--- src/rtl/simd_mac_pkg.sv ---
package simd_mac_pkg;
  localparam int LANE_W  = 16;
  localparam int LANES   = 4;
  localparam int DATA_W  = LANE_W * LANES;
  localparam int BYTE_W  = 8;
  localparam int BYTES   = DATA_W / BYTE_W;
  localparam int PROD_W  = 2 * LANE_W + 2;
  localparam int OP_W    = 4;

  typedef enum logic [OP_W-1:0] {
    OP_MULLO_U = 4'd0,
    OP_MULLO_S = 4'd1,
    OP_MULHI_U = 4'd2,
    OP_MULHI_S = 4'd3,
    OP_PAIR_U  = 4'd4,
    OP_PAIR_S  = 4'd5,
    OP_MAC_U   = 4'd6,
    OP_MAC_S   = 4'd7,
    OP_SAD_B   = 4'd8,
    OP_SAD_H   = 4'd9,
    OP_ACC_ONE = 4'd10,
    OP_ACC_TWO = 4'd11
  } mac_op_e;

  function automatic logic op_signed(input logic [OP_W-1:0] op);
    return (op == OP_MULLO_S) || (op == OP_MULHI_S) || (op == OP_PAIR_S) ||
           (op == OP_MAC_S) || (op == OP_ACC_ONE) || (op == OP_ACC_TWO);
  endfunction
endpackage

--- src/rtl/simd_lane_mult.sv ---
module simd_lane_mult #(
  parameter int LANE_W = simd_mac_pkg::LANE_W,
  parameter int LANES  = simd_mac_pkg::LANES,
  localparam int DATA_W = LANE_W * LANES,
  localparam int PROD_W = 2 * LANE_W + 2
) (
  input  logic                           is_signed,
  input  logic [DATA_W-1:0]              op_a,
  input  logic [DATA_W-1:0]              op_b,
  output logic [LANES-1:0][PROD_W-1:0]   prods
);
  for (genvar i = 0; i < LANES; i++) begin : g_lane
    logic [LANE_W-1:0]        la, lb;
    logic                     ea, eb;
    logic signed [PROD_W-1:0] xa, xb, pr;
    assign la = op_a[i*LANE_W +: LANE_W];
    assign lb = op_b[i*LANE_W +: LANE_W];
    assign ea = is_signed & la[LANE_W-1];
    assign eb = is_signed & lb[LANE_W-1];
    assign xa = {{(PROD_W-LANE_W){ea}}, la};
    assign xb = {{(PROD_W-LANE_W){eb}}, lb};
    assign pr = xa * xb;
    assign prods[i] = pr;
  end
endmodule

--- src/rtl/simd_sad.sv ---
module simd_sad #(
  parameter int DATA_W = simd_mac_pkg::DATA_W,
  parameter int BYTE_W = simd_mac_pkg::BYTE_W,
  parameter int LANE_W = simd_mac_pkg::LANE_W,
  localparam int BYTES  = DATA_W / BYTE_W,
  localparam int LANES  = DATA_W / LANE_W,
  localparam int SB_W   = BYTE_W + $clog2(BYTES),
  localparam int SH_W   = LANE_W + $clog2(LANES)
) (
  input  logic [DATA_W-1:0] op_a,
  input  logic [DATA_W-1:0] op_b,
  output logic [SB_W-1:0]   sad_byte,
  output logic [SH_W-1:0]   sad_half
);
  logic [BYTES-1:0][BYTE_W-1:0] bdiff;
  logic [LANES-1:0][LANE_W-1:0] hdiff;

  for (genvar j = 0; j < BYTES; j++) begin : g_byte
    logic [BYTE_W-1:0] xa, xb;
    assign xa = op_a[j*BYTE_W +: BYTE_W];
    assign xb = op_b[j*BYTE_W +: BYTE_W];
    assign bdiff[j] = (xa >= xb) ? (xa - xb) : (xb - xa);
  end

  for (genvar i = 0; i < LANES; i++) begin : g_half
    logic [LANE_W-1:0] xa, xb;
    assign xa = op_a[i*LANE_W +: LANE_W];
    assign xb = op_b[i*LANE_W +: LANE_W];
    assign hdiff[i] = (xa >= xb) ? (xa - xb) : (xb - xa);
  end

  always_comb begin
    sad_byte = '0;
    for (int j = 0; j < BYTES; j++) sad_byte = sad_byte + SB_W'(bdiff[j]);
    sad_half = '0;
    for (int i = 0; i < LANES; i++) sad_half = sad_half + SH_W'(hdiff[i]);
  end
endmodule

--- src/rtl/simd_mac_select.sv ---
module simd_mac_select
  import simd_mac_pkg::*;
#(
  parameter int LANE_W = simd_mac_pkg::LANE_W,
  parameter int LANES  = simd_mac_pkg::LANES,
  parameter int BYTE_W = simd_mac_pkg::BYTE_W,
  localparam int DATA_W = LANE_W * LANES,
  localparam int PROD_W = 2 * LANE_W + 2,
  localparam int HALF_W = 2 * LANE_W,
  localparam int SB_W   = BYTE_W + $clog2(DATA_W / BYTE_W),
  localparam int SH_W   = LANE_W + $clog2(LANES)
) (
  input  logic [OP_W-1:0]               op,
  input  logic [LANES-1:0][PROD_W-1:0]  prods,
  input  logic [SB_W-1:0]               sad_byte,
  input  logic [SH_W-1:0]               sad_half,
  input  logic [DATA_W-1:0]             acc,
  output logic [DATA_W-1:0]             nxt
);
  logic [LANES-1:0][DATA_W-1:0] wide;
  logic [DATA_W-1:0]            red_sum;
  logic [HALF_W-1:0]            pair_lo, pair_hi;

  for (genvar i = 0; i < LANES; i++) begin : g_ext
    assign wide[i] = {{(DATA_W-PROD_W){prods[i][PROD_W-1]}}, prods[i]};
  end

  assign pair_lo = prods[0][HALF_W-1:0] + prods[1][HALF_W-1:0];
  assign pair_hi = prods[2][HALF_W-1:0] + prods[3][HALF_W-1:0];

  always_comb begin
    red_sum = '0;
    for (int i = 0; i < LANES; i++) red_sum = red_sum + wide[i];
  end

  always_comb begin
    nxt = '0;
    case (op)
      OP_MULLO_U, OP_MULLO_S:
        for (int i = 0; i < LANES; i++) nxt[i*LANE_W +: LANE_W] = prods[i][LANE_W-1:0];
      OP_MULHI_U, OP_MULHI_S:
        for (int i = 0; i < LANES; i++) nxt[i*LANE_W +: LANE_W] = prods[i][HALF_W-1:LANE_W];
      OP_PAIR_U, OP_PAIR_S: nxt = {pair_hi, pair_lo};
      OP_MAC_U, OP_MAC_S:   nxt = red_sum;
      OP_SAD_B:             nxt = DATA_W'(sad_byte);
      OP_SAD_H:             nxt = DATA_W'(sad_half);
      OP_ACC_ONE:           nxt = acc + wide[0];
      OP_ACC_TWO:           nxt = acc + wide[0] + wide[1];
      default:              nxt = '0;
    endcase
  end
endmodule

--- src/rtl/simd_mac_unit.sv ---
module simd_mac_unit
  import simd_mac_pkg::*;
#(
  parameter int LANE_W = simd_mac_pkg::LANE_W,
  parameter int LANES  = simd_mac_pkg::LANES,
  parameter int BYTE_W = simd_mac_pkg::BYTE_W,
  localparam int DATA_W = LANE_W * LANES,
  localparam int PROD_W = 2 * LANE_W + 2,
  localparam int SB_W   = BYTE_W + $clog2(DATA_W / BYTE_W),
  localparam int SH_W   = LANE_W + $clog2(LANES)
) (
  input  logic              clk,
  input  logic              rst,
  input  logic              in_valid,
  input  logic [OP_W-1:0]   opcode,
  input  logic [DATA_W-1:0] src_a,
  input  logic [DATA_W-1:0] src_b,
  input  logic [DATA_W-1:0] acc_in,
  output logic              out_valid,
  output logic [DATA_W-1:0] result
);
  logic [LANES-1:0][PROD_W-1:0] prods;
  logic [SB_W-1:0]              sad_byte;
  logic [SH_W-1:0]              sad_half;
  logic [DATA_W-1:0]            nxt;

  simd_lane_mult #(.LANE_W(LANE_W), .LANES(LANES)) u_mult (
    .is_signed (op_signed(opcode)),
    .op_a      (src_a),
    .op_b      (src_b),
    .prods     (prods)
  );

  simd_sad #(.DATA_W(DATA_W), .BYTE_W(BYTE_W), .LANE_W(LANE_W)) u_sad (
    .op_a     (src_a),
    .op_b     (src_b),
    .sad_byte (sad_byte),
    .sad_half (sad_half)
  );

  simd_mac_select #(.LANE_W(LANE_W), .LANES(LANES), .BYTE_W(BYTE_W)) u_sel (
    .op       (opcode),
    .prods    (prods),
    .sad_byte (sad_byte),
    .sad_half (sad_half),
    .acc      (acc_in),
    .nxt      (nxt)
  );

  always_ff @(posedge clk) begin
    if (rst) begin
      out_valid <= 1'b0;
      result    <= '0;
    end else begin
      out_valid <= in_valid;
      if (in_valid) result <= nxt;
    end
  end

  a_r2_valid_follows: assert property (@(posedge clk) disable iff (rst)
    in_valid |=> out_valid);
  a_r2_idle_drops: assert property (@(posedge clk) disable iff (rst)
    !in_valid |=> !out_valid);
  a_r2_result_hold: assert property (@(posedge clk) disable iff (rst)
    !in_valid |=> $stable(result));
  a_r12_unused_zero: assert property (@(posedge clk) disable iff (rst)
    (in_valid && opcode >= 4'd12) |=> (result == '0));
  a_r8_sad_byte_width: assert property (@(posedge clk) disable iff (rst)
    (in_valid && opcode == OP_SAD_B) |=> (result[DATA_W-1:SB_W] == '0));
  a_r6_macu_nonneg: assert property (@(posedge clk) disable iff (rst)
    (in_valid && opcode == OP_MAC_U) |=> (result[DATA_W-1:PROD_W] == '0));
endmodule

--- config.mk ---
export PLATFORM = sky130hd
export DESIGN_NAME = simd_mac_unit
export DESIGN_NICKNAME = d
export VERILOG_FILES = /design/src/rtl/simd_mac_pkg.sv /design/src/rtl/simd_lane_mult.sv /design/src/rtl/simd_sad.sv /design/src/rtl/simd_mac_select.sv /design/src/rtl/simd_mac_unit.sv
export SDC_FILE = /design/constraint.sdc
export NUM_CORES = 2
export LEC_CHECK = 0
export BUFFER_PORTS_ARGS = -buffer_cell sky130_fd_sc_hd__buf_2
export CELL_PAD_IN_SITES_DETAIL_PLACEMENT = 0
export CELL_PAD_IN_SITES_GLOBAL_PLACEMENT = 1
export CORE_MARGIN = 2
export CORE_UTILIZATION = 55
export DETAILED_ROUTE_END_ITERATION = 8
export MAX_ROUTING_LAYER = met4
export PLACE_DENSITY = 0.95
export SLEW_MARGIN = 25
export SYNTH_ARGS = -nofsm -noshare
export SYNTH_HDL_FRONTEND = slang
export SYNTH_SLANG_ARGS = --single-unit
--- constraint.sdc ---
create_clock -name clk -period 28.2 [get_ports clk]
set_clock_uncertainty 0.15 [all_clocks]
set_input_delay 5.64 -clock clk [delete_from_list [all_inputs] [get_ports clk]]
set_output_delay 5.64 -clock clk [all_outputs]
set_load 0.1 [all_outputs]
---- After elaboration in Yosys (flattened, before gate mapping) ----
Cells that the tools add are included.
word-level totals
  register bits ........................... 65
  bits of input ports ..................... 199
  output and inout bits ................... 65
  word-level logic and storage cells ...... 101
operators by class
  add/sub/neg operators ................... 41
  multiply operators ...................... 4
  order comparisons ....................... 12
  equality and inequality tests ........... 11
  mux-type cells .......................... 13
  bitwise logic cells ..................... 8
  reductions and logical operators ........ 10
operators by type and width
  cell                                                                   number
  64-bit one-hot mux with 8 select lines                                 1
  64-bit adder                                                           4
  17-bit by 17-bit multiplier with 34-bit output                         4
  16-bit subtractor                                                      8
  8-bit subtractor                                                       16
  11-bit by 8-bit adder with 11-bit output                               6
  32-bit adder                                                           2
  16-bit >= comparator                                                   4
  8-bit >= comparator                                                    8
  16-bit two-way mux                                                     4
  8-bit two-way mux                                                      8
  18-bit by 16-bit adder with 18-bit output                              2
  34-bit by 34-bit adder with 35-bit output                              1
  16-bit by 16-bit adder with 17-bit output                              1
  4-bit by 3-bit equality test with 1-bit output, second input constant  4
  4-bit equality test, second input constant                             4
  8-bit by 8-bit adder with 9-bit output                                 1
  1-bit bitwise AND                                                      8
  4-bit by 2-bit equality test with 1-bit output, second input constant  2
  2-bit OR reduction                                                     4
  1-bit logical OR                                                       5
  4-bit by 1-bit equality test with 1-bit output, second input constant  1
  4-bit logical NOT                                                      1

---- Depth between registers and ports, before layout ----
  depth in word-level cells ............... 12
  depth in mapped cells ................... 53

---- Modules after synthesis ----
A second synthesis with hierarchy kept.
second synthesis, totals
  cell total of the unflattened synthesis .. 8,851
  area total of the unflattened synthesis .. 73,842.1 µm²
by module, submodules not included
  module           times used  cells each  area each (µm²)  sequential area each (µm²)
  simd_lane_mult   1           4,833       43,519.2         0.0
  simd_mac_select  1           2,419       17,222.8         0.0
  simd_sad         1           1,388       10,775.3         0.0
  simd_mac_unit    1           211         2,324.7          1,301.2

---- Least setup slack after synthesis ----
No wires, ideal clock.
  path type ............................... in2reg
  from .................................... in opcode[1]
  to ...................................... reg result[62]
  setup time .............................. 0.095 ns
  data arrival time ....................... 16.606 ns
  data required time ...................... 27.955 ns
  slack ................................... 11.348 ns
  cell stages on the path ................. 47
  path through ............................ clkbuf_1 -> nor2b_1 -> nand2_1 -> o21ai_1 -> and2_1 -> clkbuf_1 -> nand2_1 -> inv_1 -> fa_1 -> fa_1 -> inv_1 -> fa_1 -> fa_1 -> fa_1 -> fa_1 -> inv_1 -> ha_1 -> and2_1 -> (+11 left out) -> a21o_1 -> a21o_1 -> a2111oi_0 -> o21bai_1 -> nand2_1 -> nand2_1 -> a31o_2 -> xor2_1 -> ha_1 -> clkbuf_1 -> nand4_1 -> nor4_1 -> a31oi_1 -> or2_2 -> o31ai_2 -> nand4_1 -> mux2i_1 -> a221oi_1
between the ends
  longest elaborated chain between the ends .. 12
  elaborated cells on any way between the ends .. 40
  classes of those cells .................. add/sub: 6; mul: 4; eq/ne: 11; mux: 1; bitwise: 8; reduce/logical: 10
RTL lines
  what                                                                                                              line                                        RTL
  start: declaration                                                                                                simd_mac_unit.sv:15                         input logic [OP_W-1:0] opcode,
  4-bit by 1-bit equality test with 1-bit output or 4-bit by 2-bit equality test with 1-bit output (tied branches)  simd_mac_pkg.sv:26, simd_mac_select.sv:38
  1-bit logical OR (3 in series)                                                                                    simd_mac_pkg.sv:26                          return (op == OP_MULLO_S) || (op == OP_MULHI_S) || (op == OP_PAIR_S) ||
  1-bit logical OR (2 in series)                                                                                    simd_mac_pkg.sv:27                          (op == OP_MAC_S) || (op == OP_ACC_ONE) || (op == OP_ACC_TWO);
  1-bit bitwise AND, on equally long branches                                                                       simd_lane_mult.sv:18, simd_lane_mult.sv:19
  17-bit by 17-bit multiplier with 34-bit output                                                                    simd_lane_mult.sv:22                        assign pr = xa * xb;
  34-bit by 34-bit adder with 35-bit output                                                                         simd_mac_select.sv:33                       for (int i = 0; i < LANES; i++) red_sum = red_sum + wide[i];
  64-bit adder (2 in series)                                                                                        simd_mac_select.sv:33
  64-bit one-hot mux with 8 select lines (*)                                                                        simd_mac_select.sv:38                       case (op)
  end signal: assignment                                                                                            simd_mac_unit.sv:56                         if (in_valid) result <= nxt;
  end: declaration                                                                                                  simd_mac_unit.sv:20                         output logic [DATA_W-1:0] result
Mark *: on every way between the ends. The rest lies on a longest branch, timed or not.
A chain may end at the register's enable or synchronous reset.

---- Final worst setup path ----
  from .................................... in opcode[1]
  to ...................................... reg result[61]
Same word-level chain as after synthesis.

==> results by group <==
Floorplan
  • Ports: around 260
  • Std cell rows: 131
  • Die area: around 130000 sq um
  • Die Y-Extent: roughly 360 um
  • Core area: roughly 130000 sq um
  • Die Width: between 300 and 400 um
  • Initial Util: between 50% and 60%

Drt
  • DRT met1 WL: about 110 mm
  • Routed WL per cell: ~27 um
  • WL met3: just under 30 mm
  • Top Metal Used: met4
  • Detailed-route via count: 63400
  • Routed wire length: about 270 mm
  • Routed Antenna Nets: 0
  • DR pass1 iterations: 8
  • DRC violations left: 0
  • Via/cell ratio: between 6 and 7
  • Wire length on met2: 119 mm
  • DRT iter0 DRCs: around 6900

Critical path
  • Crit-path slowest cell: fa_1
  • Crit end category: flop
  • CP bufs+invs: 6
  • CP delay by family, top: adder cells
  • Worst Setup Start Kind: input pin
  • CP max FO: 31
  • Worst Path Arrival: approximately 19 ns
  • Required @ worst endpoint: between 20 and 30 ns
  • Crit. Startpoint: opcode[1]
  • Crit Path Category: in -> reg
  • CP peak stage delay: between 0.8 and 0.9 ns
  • Worst r2r src: result[17]
  • Crit-path most repeated cell: fa_1

STA
  • Slew Limit Fails: 0
  • Headroom to the max-slew limit: 18.7%
  • Fin crit share: ~67%
  • WHS: about 0.31 ns
  • Min Tclk post-route: about 19 ns
  • Worst-Margin Slew: ~1.2 ns
  • Fmax: approximately 53 MHz
  • Setup TNS: 0 ns
  • RSZ-0062 raised after global routing: false
  • Final-report hold violation count: 0
  • Final setup violation count: 0

Place
  • Area after DPL: around 73000 sq um
  • Final RePlAce weighted congestion: about 1.1
  • Dpl hpwl: ~230 mm
  • I/O Buffers: 263

Global route
  • First-pass GRT wire length: 405 mm
  • Gr usage total: a little over two fifths
  • Grt total ovfl: 0
  • Vias in the first global route: 63700
  • Initial antenna violation count: 18
  • Largest net degree at the start of global routing: 51

Synth
  • Area contributors post-synth: fa_1 37%, ha_1 15%, inv_1 8.4%, nand2_1 4.6%, nor2_1 4.0%
  • Seq/Total Area, Yosys: 1.85%
  • Net Count, Synth: roughly 11000
  • Post-synthesis instance total: 8493
  • Mean Syn Cell Area: a little over 8 sq um
  • Yosys cell types: 108
  • Number of synthesized flops with an enable pin: 0
  • Main flop type after synthesis: dfxtp_1
  • Synthesized area: ~70000 sq um
  • #FFs+latches synth: 65
  • Yosys top cell by area: fa_1
  • Async set-reset flop share out of synthesis: 0%
  • Warnings from Yosys: 0
  • Area share of the leading cell type in the synthesized netlist: ~37%

CTS
  • Clock root cell: clkbuf_16
  • CTS tree: done
  • Clock-pin slew on the worst setup and hold paths: roughly 0.080 ns
  • Number of setup buffers added after CTS: 0
  • Max Root-Sink Buffers: 2
  • H-tree depth: 3
  • Hold buffers post-CTS: 0
  • Resize count post-CTS: 0
  • Clock Latency Late Sink: 0.39 ns
  • CTS Sinks: 65
  • Cts bufs inserted: 9

Status
  • Outcome: complete, no violations

Worst hold path
  • Hold Startpoint: result[35]
  • Hold crit path type: reg -> reg

Layout
  • Final std cell area, no fill: roughly 74000 sq um
  • Area delta synth->final: 4.76%
  • FF/Latch Area: 1300 sq um
  • Commonest non-fill, non-tap cells in the layout: 1573 x inv_1, 1299 x fa_1, 854 x nand2_1, 816 x ha_1, 751 x nor2_1
  • Area of the multi-input gates: 62000 sq um
  • Fin nets: approximately 11000
  • Leading cell type in the layout, fill and taps excluded: inv_1
  • Proportion of layout cells with a drive suffix above 1: under 10%
  • Layout fillers: 11700

Flow run
  • Max Cap Viol: 0
==> kinds of logic after synthesis <==
family                     share of synthesized area (%)
and+or+nand+nor                                     13.6
adders and majority gates                           51.5
buffers and inverters                               10.2
DFF                                                 1.85
AOI/OAI and AO/OA                                   15.3
muxes                                               1.59
xor gates and xnor gates                            5.90
==> layout make-up <==
cell class	instances	share of cell area (%)
multi-input combinational	6511	84.2
inverter	1612	8.22
tap	1662	2.82
timing repair buffer	345	2.62
sequential	65	1.77
clock buffer	9	0.306
clock inverter	6	0.0612
antenna	15	0.0510
==> routing by layer <==
metal / track usage, % / up-vias
met4: 19.7 / 0
met2: 63.6 / 3665
met5: - / -
li1: - / 27500
met3: 9.18 / 754
met1: 56.3 / 31500
==> tightest hold or removal path, cell delays in order (launching register included) <==
cell and delay [ns]:
dfxtp_1 0.33, nand2_1 0.04, o21ai_0 0.05
==> synth_stat cells (35+ instances only) <==
library cell,n
inv_1,1573
fa_1,1299
nand2_1,854
ha_1,816
nor2_1,754
a21oi_1,444
xnor2_1,321
o21ai_0,284
clkbuf_1,265
a21o_1,202
xor2_1,146
nand3_1,103
o21bai_1,102
nor3_1,97
nand4_1,76
nor2b_1,73
a211oi_1,71
a221oi_1,70
a31oi_1,65
dfxtp_1,65
o21a_1,63
nand2b_1,56
mux2_2,54
mux2i_1,50
and3_1,49
o211ai_1,40
and2_1,38
buf_1,35
clkinv_1,35
==> flip-flops by register name (all words and copies together) (netlist names) <==
register,count
out_valid,1
result,64
==> final timing paths <==
| check | end | slack (ns) | depth (start not counted) |
|---|---|---|---|
| hold / removal | result[35] | 0.31 | 2 |
| setup / recovery | result[61] | 9.34 | 45 |
| setup reg to reg | result[17] | 25.67 | 6 |
| hold reg to reg | result[35] | 0.31 | 2 |
==> per-stage QoR <==
step / worst slack (ns) / std cells / utilization (%)
after global placement: 9.47 / 10200 / 57.6
final: 9.34 / 10200 / 57.9
after CTS: 9.53 / 10200 / 57.9
after detailed placement: 9.20 / 10200 / 57.6
after global routing: 8.78 / 10200 / 57.9
after floorplan: 11.35 / 8493 / -
Power is left out: the tool's default activity adds up to more than one toggle a clock period on the data nets, which glitch-free logic cannot reach.
